File: src/rtl/cpuep_pkg.sv
package cpuep_pkg;
    localparam int NUM_EP  = 5;
    localparam int NUM_SEL = NUM_EP - 1;
    localparam int IDX_W   = $clog2(NUM_EP);

    typedef logic [IDX_W-1:0] ep_idx_t;

    localparam logic [1:0] ADDR_SEL     = 2'd0;
    localparam logic [1:0] ADDR_DATA    = 2'd1;
    localparam logic [1:0] ADDR_FREE_HI = 2'd2;
    localparam logic [1:0] ADDR_FREE_LO = 2'd3;

    typedef struct packed {
        logic [NUM_SEL-1:0] sel;
        logic               conflict;
        logic               overflow;
    } ctl_t;
endpackage

File: src/rtl/ep_prio_resolve.sv
module ep_prio_resolve
    import cpuep_pkg::*;
(
    input  logic [NUM_SEL-1:0] sel_bits,
    output ep_idx_t            target
);
    // Scan upward, so the highest set bit wins; none set means EP0.
    always_comb begin
        target = '0;
        for (int i = 0; i < NUM_SEL; i++) begin
            if (sel_bits[i]) target = ep_idx_t'(i + 1);
        end
    end
endmodule

File: src/rtl/ep_byte_fifo.sv
module ep_byte_fifo #(
    parameter int DEPTH = 8,
    parameter int DW    = 8,
    localparam int PW   = (DEPTH > 1) ? $clog2(DEPTH) : 1,
    localparam int CW   = $clog2(DEPTH + 1)
) (
    input  logic          clk,
    input  logic          rst_n,
    input  logic          push_i,
    input  logic          pop_i,
    input  logic [DW-1:0] din_i,
    output logic [DW-1:0] dout_o,
    output logic [CW-1:0] count_o,
    output logic          full_o,
    output logic          empty_o
);
    typedef struct packed {
        logic [PW-1:0] wr_ptr;
        logic [PW-1:0] rd_ptr;
        logic [CW-1:0] cnt;
    } fifo_st_t;

    fifo_st_t st_d, st_q;
    logic [DW-1:0] mem_q [DEPTH];
    logic push_ok, pop_ok;

    function automatic logic [PW-1:0] ptr_inc(input logic [PW-1:0] p);
        return (p == PW'(DEPTH - 1)) ? '0 : p + 1'b1;
    endfunction

    assign full_o  = (st_q.cnt == CW'(DEPTH));
    assign empty_o = (st_q.cnt == '0);
    assign push_ok = push_i && !full_o;
    assign pop_ok  = pop_i && !empty_o;
    assign dout_o  = mem_q[st_q.rd_ptr];
    assign count_o = st_q.cnt;

    always_comb begin
        st_d = st_q;
        if (push_ok) st_d.wr_ptr = ptr_inc(st_q.wr_ptr);
        if (pop_ok)  st_d.rd_ptr = ptr_inc(st_q.rd_ptr);
        case ({push_ok, pop_ok})
            2'b10:   st_d.cnt = st_q.cnt + 1'b1;
            2'b01:   st_d.cnt = st_q.cnt - 1'b1;
            default: st_d.cnt = st_q.cnt;
        endcase
    end

    always_ff @(posedge clk) begin
        if (!rst_n) st_q <= '0;
        else        st_q <= st_d;
    end

    always_ff @(posedge clk) begin
        if (push_ok) mem_q[st_q.wr_ptr] <= din_i;
    end

    // fill level never passes the depth
    p_no_overflow_r9: assert property (@(posedge clk) disable iff (!rst_n)
        st_q.cnt <= CW'(DEPTH));
    // a push into a full queue with no pop leaves the level unchanged
    p_full_hold_r9: assert property (@(posedge clk) disable iff (!rst_n)
        (full_o && push_i && !pop_i) |=> (count_o == CW'(DEPTH)));
    // pop from an empty queue leaves it empty when nothing is pushed
    p_empty_pop_r5: assert property (@(posedge clk) disable iff (!rst_n)
        (empty_o && pop_i && !push_i) |=> empty_o);
endmodule

File: src/rtl/cpu_ep_wr_sel.sv
module cpu_ep_wr_sel
    import cpuep_pkg::*;
#(
    parameter int DEPTH  = 8,
    parameter int FREE_W = 16
) (
    input  logic              clk,
    input  logic              rst_n,
    input  logic              cpu_wr,
    input  logic [1:0]        cpu_addr,
    input  logic [7:0]        cpu_wdata,
    output logic [7:0]        cpu_rdata,
    input  logic              wr_access_en,
    input  logic [NUM_EP-1:0] ep_is_in,
    input  logic [NUM_EP-1:0] ep_force_nak,
    input  logic              dma_busy,
    input  logic              drain_en,
    input  logic [2:0]        drain_ep,
    output logic [7:0]        drain_data,
    output logic              drain_valid,
    output logic              conflict_flag,
    output logic              overflow_flag
);
    localparam int CW = $clog2(DEPTH + 1);

    ctl_t ctl_d, ctl_q;
    ep_idx_t target;

    logic [NUM_EP-1:0] push_vec, pop_vec, full_vec, empty_vec;
    logic [7:0]        dout_arr [NUM_EP];
    logic [CW-1:0]     cnt_arr  [NUM_EP];

    logic              sel_wr, data_wr, collide, tgt_full, drain_ok;
    logic [FREE_W-1:0] free_space;

    ep_prio_resolve u_resolve (
        .sel_bits (ctl_q.sel),
        .target   (target)
    );

    for (genvar g = 0; g < NUM_EP; g++) begin : g_ep
        ep_byte_fifo #(.DEPTH(DEPTH), .DW(8)) u_fifo (
            .clk     (clk),
            .rst_n   (rst_n),
            .push_i  (push_vec[g]),
            .pop_i   (pop_vec[g]),
            .din_i   (cpu_wdata),
            .dout_o  (dout_arr[g]),
            .count_o (cnt_arr[g]),
            .full_o  (full_vec[g]),
            .empty_o (empty_vec[g])
        );
    end

    assign sel_wr   = cpu_wr && wr_access_en && (cpu_addr == ADDR_SEL);
    assign data_wr  = cpu_wr && wr_access_en && (cpu_addr == ADDR_DATA);
    assign collide  = ep_is_in[target] ? dma_busy : !ep_force_nak[target];
    assign tgt_full = full_vec[target];
    assign drain_ok = drain_en && (drain_ep < 3'(NUM_EP));

    always_comb begin
        push_vec = '0;
        pop_vec  = '0;
        if (data_wr && !collide && !tgt_full) push_vec[target] = 1'b1;
        if (drain_ok) pop_vec[drain_ep[IDX_W-1:0]] = 1'b1;
    end

    always_comb begin
        ctl_d = ctl_q;
        if (sel_wr) ctl_d.sel = cpu_wdata[NUM_SEL-1:0];
        if (data_wr && collide)              ctl_d.conflict = 1'b1;
        if (data_wr && !collide && tgt_full) ctl_d.overflow = 1'b1;
    end

    always_ff @(posedge clk) begin
        if (!rst_n) ctl_q <= '0;
        else        ctl_q <= ctl_d;
    end

    assign free_space = FREE_W'(DEPTH) - FREE_W'(cnt_arr[target]);

    always_comb begin
        case (cpu_addr)
            ADDR_SEL:     cpu_rdata = {{(8-NUM_SEL){1'b0}}, ctl_q.sel};
            ADDR_FREE_HI: cpu_rdata = free_space[FREE_W-1 -: 8];
            ADDR_FREE_LO: cpu_rdata = free_space[7:0];
            default:      cpu_rdata = 8'h00;
        endcase
    end

    assign drain_data    = drain_ok ? dout_arr[drain_ep[IDX_W-1:0]] : 8'h00;
    assign drain_valid   = drain_ok && !empty_vec[drain_ep[IDX_W-1:0]];
    assign conflict_flag = ctl_q.conflict;
    assign overflow_flag = ctl_q.overflow;

    // resolved target is always a valid endpoint index
    p_target_range_r3: assert property (@(posedge clk) disable iff (!rst_n)
        target < ep_idx_t'(NUM_EP));
    // empty selection resolves to EP0
    p_zero_sel_r4: assert property (@(posedge clk) disable iff (!rst_n)
        (ctl_q.sel == '0) |-> (target == '0));
    // at most one FIFO takes a CPU byte per cycle
    p_one_push_r5: assert property (@(posedge clk) disable iff (!rst_n)
        $onehot0(push_vec));
    // disabled access leaves the selection untouched
    p_ignore_disabled_r7: assert property (@(posedge clk) disable iff (!rst_n)
        !wr_access_en |=> $stable(ctl_q.sel));
    // the conflict flag never clears
    p_conflict_sticky_r8: assert property (@(posedge clk) disable iff (!rst_n)
        conflict_flag |=> conflict_flag);
    // the overflow flag never clears
    p_overflow_sticky_r9: assert property (@(posedge clk) disable iff (!rst_n)
        overflow_flag |=> overflow_flag);
endmodule

File: config.mk
export PLATFORM = sky130hd
export DESIGN_NAME = cpu_ep_wr_sel
export DESIGN_NICKNAME = d
export VERILOG_FILES = /design/src/rtl/cpuep_pkg.sv /design/src/rtl/ep_prio_resolve.sv /design/src/rtl/ep_byte_fifo.sv /design/src/rtl/cpu_ep_wr_sel.sv
export SDC_FILE = /design/constraint.sdc
export NUM_CORES = 1
export LEC_CHECK = 0
export CORE_MARGIN = 2
export CORE_UTILIZATION = 33
export CTS_CLUSTER_DIAMETER = 80
export DETAILED_ROUTE_END_ITERATION = 16
export GPL_TIMING_DRIVEN = 0
export SYNTH_ARGS = -nofsm -noshare
export SYNTH_HDL_FRONTEND = slang
export SYNTH_SLANG_ARGS = --single-unit
File: constraint.sdc
create_clock -name clk -period 12.7 [get_ports clk]
set_input_delay 3.81 -clock clk [delete_from_list [all_inputs] [get_ports clk]]
set_output_delay 3.81 -clock clk [all_outputs]
set_load 0.05 [all_outputs]
## Word level (Yosys, flattened, before mapping)

Memories as Yosys holds them, arrays and structs flattened. A register that Yosys moved wholly into a read port is not among the register bits.
Index checks and enable logic that the tools add are counted.

| word-level totals | value |
|---|---|
| register bits after elaboration | 56 |
| memory bits (writable) | 320 |
| bits of input ports | 29 |
| word-level logic and storage cells | 189 |
| memories kept | 5 |

Memories:

| memory | words | width | rd ports | clocked after memory_dff | write ports | RTL line | text |
|---|---|---|---|---|---|---|---|
| g_ep[0].u_fifo.mem_q | 8 | 8 | 1 | 1 | 1 | ep_byte_fifo.sv:24 | `logic [DW-1:0] mem_q [DEPTH];` |
| g_ep[1].u_fifo.mem_q | 8 | 8 | 1 | 1 | 1 | ep_byte_fifo.sv:24 |  |
| g_ep[2].u_fifo.mem_q | 8 | 8 | 1 | 1 | 1 | ep_byte_fifo.sv:24 |  |
| g_ep[3].u_fifo.mem_q | 8 | 8 | 1 | 1 | 1 | ep_byte_fifo.sv:24 |  |
| g_ep[4].u_fifo.mem_q | 8 | 8 | 1 | 1 | 1 | ep_byte_fifo.sv:24 |  |

| cells by class | value |
|---|---|
| $add $sub $neg | 21 |
| order comparisons | 7 |
| equal/unequal tests | 28 |
| mux-type cells | 62 |
| bitwise gates (word level) | 2 |
| reductions and logical operators | 46 |

Operators by type and width:

| operator | count |
|---|---|
| 2-to-1 mux 3 bit | 21 |
| one-hot mux 4 bit (2 select lines) | 5 |
| adder 3 x 1 -> 3 bit (second input constant) | 10 |
| == test 3 bit (second input constant) | 10 |
| binary-select mux 8 bit (select 3 bit) | 1 |
| 2-to-1 mux 8 bit | 3 |
| one-hot mux 8 bit (3 select lines) | 1 |
| logical AND 1 bit | 21 |
| adder 4 x 1 -> 4 bit (second input constant) | 5 |
| == test 4 bit (second input constant) | 5 |
| zero test 4 bit | 5 |
| subtractor 4 x 1 -> 4 bit (second input constant) | 5 |
| 2-to-1 mux 1 bit | 18 |
| == test 2 bit (second input constant) | 7 |
| zero test 1 bit | 14 |
| binary-select mux 1 bit (select 3 bit) | 4 |
| binary-select mux 4 bit (select 3 bit) | 1 |
| == test 2 x 1 -> 1 bit (second input constant) | 6 |
| 2-to-1 mux 5 bit | 2 |
| nonzero test 2 bit | 5 |
| greater-or-equal comparator 4 bit (second input constant) | 2 |
| less-than comparator 3 x 4 -> 1 bit (second input constant) | 2 |
| 2-to-1 mux 4 bit | 2 |
| NOT 3 -> 4 bit | 2 |
| 6 further kinds | 9 |

## Depth between registers and ports, before layout

Gate-level depths: netlist of run 1.

| logic depth | value |
|---|---|
| word-level depth | 15 |
| mapped depth | 15 |

## By module

Synthesis of run 1 repeated with hierarchy kept, for this count alone.

| unflattened totals | value |
|---|---|
| cells, all modules | 1065 |
| area total of the unflattened synthesis | 17306.6 µm² |

By module, submodules not included:

| module | instances | cells an instance | area an instance (µm²) | sequential area each (µm²) |
|---|---|---|---|---|
| ep_byte_fifo at g_ep[0].u_fifo ... | 3 | 176 | 3158.0 | 2182.1 |
| ep_byte_fifo at g_ep[3].u_fifo | 1 | 177 | 3245.6 | 2182.1 |
| ep_byte_fifo at g_ep[4].u_fifo | 1 | 177 | 3243.1 | 2182.1 |
| cpu_ep_wr_sel | 1 | 177 | 1310.0 | 120.1 |
| ep_prio_resolve | 1 | 6 | 33.8 | 0.0 |

## Worst setup path before layout of run 1

Ideal clock, no wire load.

| timing path | value |
|---|---|
| path kind | input to output |
| start point | input cpu_addr[1] |
| end point | output cpu_rdata[1] |
| arrival time | 5.800 ns |
| required time | 8.890 ns |
| slack | 3.090 ns |
| stages on the path | 4 |
| path through | clkbuf_1 -> and3_1 -> a21oi_1 -> o21ai_0 |

| between the ends | value |
|---|---|
| cells in the longest elaborated chain, start to end | 2 |
| elaborated cells between the ends (all ways) | 4 |
| classes of those cells | eq/ne (2); mux (1); reduce/logical (1) |

RTL lines:

| element | RTL line | text |
|---|---|---|
| start, declared | cpu_ep_wr_sel.sv:10 | `input logic [1:0] cpu_addr,` |
| == test 2 bit or zero test 2 bit (tied branches) | cpu_ep_wr_sel.sv:83 | `case (cpu_addr)` |
| one-hot mux 8 bit (3 select lines) * | cpu_ep_wr_sel.sv:83 |  |
| end, declared | cpu_ep_wr_sel.sv:12 | `output logic [7:0] cpu_rdata,` |

Mark *: on every way between the ends. The rest lies on a longest branch, timed or not.

## Worst setup path after layout of run 1

| timing path | value |
|---|---|
| start point | input drain_ep[1] |
| end point | output drain_data[1] |

| between the ends | value |
|---|---|
| cells in the longest elaborated chain, start to end | 5 |
| elaborated cells between the ends (all ways) | 7 |
| classes of those cells | order compare (1); mux (4); bitwise (1); reduce/logical (1) |

RTL lines:

| element | RTL line | text |
|---|---|---|
| start, declared | cpu_ep_wr_sel.sv:18 | `input logic [2:0] drain_ep,` |
| NOT 3 -> 4 bit (not written as such) | cpu_ep_wr_sel.sv:91 | `assign drain_data = drain_ok ? dout_arr[drain_ep[IDX_W-1:0]] : 8'h00;` |
| binary-select mux 8 bit (select 3 bit) | cpu_ep_wr_sel.sv:91 |  |
| 2-to-1 mux 8 bit (not written as such) (2 in series) | cpu_ep_wr_sel.sv:91 |  |
| 2-to-1 mux 8 bit * | cpu_ep_wr_sel.sv:91 |  |
| end, declared | cpu_ep_wr_sel.sv:19 | `output logic [7:0] drain_data,` |

Mark *: on every way between the ends. The rest lies on a longest branch, timed or not. The select of a mux whose other input is x is not followed.

==> results of run 1 <==
flip-flops by register name, indices dropped and copies added (netlist names), named ones only:
signal / count
conflict_flag: 1
ctl_q: 4
g_ep.u_fifo.mem_q: 320
overflow_flag: 1
g_ep.u_fifo.count_o: 20
g_ep.u_fifo.st_q: 30
logic make-up after synthesis:
group                    count (synthesis)  share of synthesized area, %
flip-flops                             391                          67.1
AND/OR/NAND/NOR                        216                          7.10
multiplexers                           149                          15.2
AO/OA/AOI/OAI                          123                          5.00
buffers and inverters                   72                          1.73
adder cells (fa/ha/maj)                 36                          2.74
XOR/XNOR                                20                          1.07
worst paths after layout:
check                                     to  slack, ns
hold reg to reg                overflow_flag       0.49
setup reg to reg  g_ep[3].u_fifo.mem_q[6][7]       8.44
setup / recovery               drain_data[1]       2.18
hold / removal                 overflow_flag       0.49
routing by layer:
metal	vias up	part of all wire, %
li1	4171	-
met1	4591	47
met2	214	46
met3	55	4.8
met4	0	2.3
met5	-	0
final cells by class:
class	instances	area, µm²	area share, %
Clock buffer	54	1130	5.85
Multi-Input combinational cell	544	5250	27.3
Buffer	58	231	1.20
Clock inverter	20	200	1.04
Timing Repair Buffer	61	523	2.72
Sequential cell	391	11000	57.3
Inverter	14	52.6	0.273
Tap cell	664	831	4.32
worst max-delay path, cell delays in order:
cell and delay, ns:
clkdlybuf4s50_1 0.67, nand2b_1 0.09, clkbuf_1 0.28, nor2_1 0.68
a221o_1 0.35, clkdlybuf4s50_1 0.83
metrics by stage:
step                      cells  total power [mW]
after global routing       1806              2.72
after floorplan            1007              1.44
after CTS                  1802              2.67
final                      1806              2.64
after detailed placement   1728              1.48
after global placement     1713              1.48
synthesized netlist by cell type, types with 2 or more instances:
cell,n,share of area (%)
nor2_1,28,0.64
o21a_1,2,0.091
or3_1,10,0.38
buf_1,15,0.34
a21o_1,2,0.091
a21oi_1,33,1.0
mux2i_1,62,3.8
buf_4,3,0.14
edfxtp_1,320,58
or4_1,2,0.091
a221o_1,7,0.43
mux4_2,80,11
ha_1,36,2.7
mux2_2,7,0.48
a221oi_1,2,0.11
clkbuf_1,38,0.87
xnor2_1,6,0.32
o21ai_0,19,0.58
nor4_1,9,0.34
dfxtp_1,71,8.7
and2_1,10,0.38
xor2_1,14,0.75
nor4b_1,9,0.48
a211oi_1,4,0.18
nand2_1,52,1.2
nand2b_1,9,0.34
buf_2,2,0.061
nor2b_1,33,1.3
o211ai_1,2,0.091
nand3b_1,12,0.55
nor3_1,25,0.76
nor3b_1,8,0.37
nand3_1,4,0.12
o22ai_1,20,0.76
o22a_1,2,0.11
inv_1,13,0.30
a22oi_1,2,0.091
a21boi_0,16,0.73
power by group:
| group | switching, mW | internal, mW | total (mW) |
|---|---|---|---|
| registers | 0.000902 | 1.39 | 1.39 |
| logic | 0.0491 | 0.0201 | 0.0693 |
| clock network | 0.494 | 0.689 | 1.18 |
cell usage in the layout (no fill, tap or decap), types with 4 or more instances in the layout:
cell	instances
nand2_1	52
a221o_1	7
nor3_1	22
and2_1	10
ha_1	36
o21ai_0	19
nand3_1	4
nand2b_1	9
clkdlybuf4s50_1	34
nor4b_2	8
clkbuf_16	42
a21oi_1	33
dfxtp_1	71
nor2b_1	33
a21boi_0	16
o22ai_1	20
mux2_2	7
mux2i_1	62
or3_1	10
xor2_1	14
mux4_2	80
clkinv_1	4
clkinv_2	6
buf_2	10
edfxtp_1	320
nor3b_2	5
buf_4	19
xnor2_1	6
a211oi_1	4
nor4_2	7
nand3b_1	12
buf_1	15
clkbuf_1	47
nor2_1	28
inv_1	13
==> summary.md, run 1 <==
| Metric | Value |
|---|---|
| Status | `complete, no violations` |
| H-tree depth | `2` |
| Mean post-synth cell area | `16.3 µm²` |
| CTS tree | `built` |
| Placer Congestion | `0.787` |
| Ys Warns | `0` |
| Largest net degree at the start of global routing | `42` |
| Post-synthesis register bit count | `391` |
| Gr usage total | `14.3%` |
| Vias per cell | `5.00` |
| CP startpoint kind | `input port` |
| Layout Utilization | `39.2%` |
| Initial Util | `33.5%` |
| Avg WL per Cell | `20.0 µm` |
| Dpl hpwl | `23900 µm` |
| Worst Setup End Kind | `output port` |
| DR pass1 iterations | `6` |
| Routing usage on met2 | `22.3%` |
| Max clock buf depth | `3` |
| Clock tree sinks | `391` |
| Synth cell types | `56` |
| RSZ-0062 raised after global routing | `no` |
| Post-route DRC violation count | `0` |
| Post-layout instance area | `19200 µm²` |
| Leak | `6.01 nW` |
| Routed Antenna Nets | `0` |
| Worst min path class | `register to register` |
| Post-synthesis sequential area ratio | `67.1%` |
| I/O pins | `48` |
| Layout area overhead | `17.1%` |
| Pins Over Slew Limit | `0` |
| Fraction of layout cells with a size suffix above 1 | `18.2%` |
| Most used flip-flop cell after synthesis | `edfxtp_1` |
| Reg clk slew, reported paths | `0.06 ns` |
| Root buf cell | `clkbuf_16` |
| WS Path Type | `input port to output port` |
| Global-route wire length before repair | `55000 µm` |
| Setup TNS | `0 ns` |
| Final nets | `1177` |
| Slew at the pin with the worst max-slew slack | `1.42 ns` |
| GR peak layer | `met2` |
| Post-CTS Hold Buffers | `0` |
| Initial DRC Count | `669` |
| Syn Nets | `1072` |
| PwrDens | `137 nW/µm²` |
| MaxCap Viol Count | `0` |
| Worst Path Max Fanout | `9` |
| Number of buffers created by CTS | `42` |
| Rel. slew slack | `5.25%` |
| PostCTS Resize Cnt | `0` |
| Vias in the first global route | `9110` |
| Floorplan die height | `227 µm` |
| Vias after detailed routing | `9031` |
| Met1 Track Usage GR | `20.2%` |
| Worst setup path startpoint | `drain_ep[1]` |
| Port bufs | `42` |
| Worst EP arrival | `6.71 ns` |
| Initial antenna violation count | `0` |
| Post-CTS Setup Bufs | `0` |
| Die ar. | `51600 µm²` |
| Worst r2r src | `ctl_q[4]` |
| CORE AREA | `49100 µm²` |
| Worst hold slack | `0.488 ns` |
| Mapped Area | `16400 µm²` |
| Final hold viol count | `0` |
| EDFF count, synth | `320` |
| Final WL | `36100 µm` |
| Grt met3 use | `2.65%` |
| Diode count | `0` |
| Fmax | `95.0 MHz` |
| Number of fill cells in the layout | `4553` |
| Ys async rst share | `0%` |
| Tcrit/Tclk final | `82.8%` |
| R2R depth | `8` |
| DP Worst Slack | `2.24 ns` |
| Die W | `227 µm` |
| Min-delay src | `overflow_flag` |
| CP Data Required Time | `8.89 ns` |
| Mapped Cells | `1007` |
| Min-Delay Path Depth | `1` |
| Setup-failing EPs final | `0` |
| Row cnt | `81` |
| Clk Latency, worst-skew pair | `0.56 ns` |
| Period minus WS final | `10.52 ns` |
| Area after DPL | `17900 µm²` |
| Maximum VDD drop | `0.0862 mV` |
| Fin worst setup slack | `2.18 ns` |
| Max Clock Skew | `0.0223 ns` |
| Final global-route overflow total | `0` |
(Power assumes the default switching activity.)
==> run 2, diff against run 1 <==
==> constraint.sdc (replaced) <==
create_clock -name clk -period 9.1 [get_ports clk]
set_input_delay 2.73 -clock clk [delete_from_list [all_inputs] [get_ports clk]]
set_output_delay 2.73 -clock clk [all_outputs]
set_load 0.05 [all_outputs]
==> results of run 2 <==
The final DEF is identical to that of run 1. Status: complete, no violations.
Among the figures that moved: setup slack after placement 2.24 ns -> 0.803 ns; setup slack after layout 2.18 ns -> 0.739 ns; register-to-register setup slack 8.44 ns -> 4.84 ns; total power 2.64 mW -> 3.68 mW; worst IR drop on VDD 0.0862 mV -> 0.120 mV
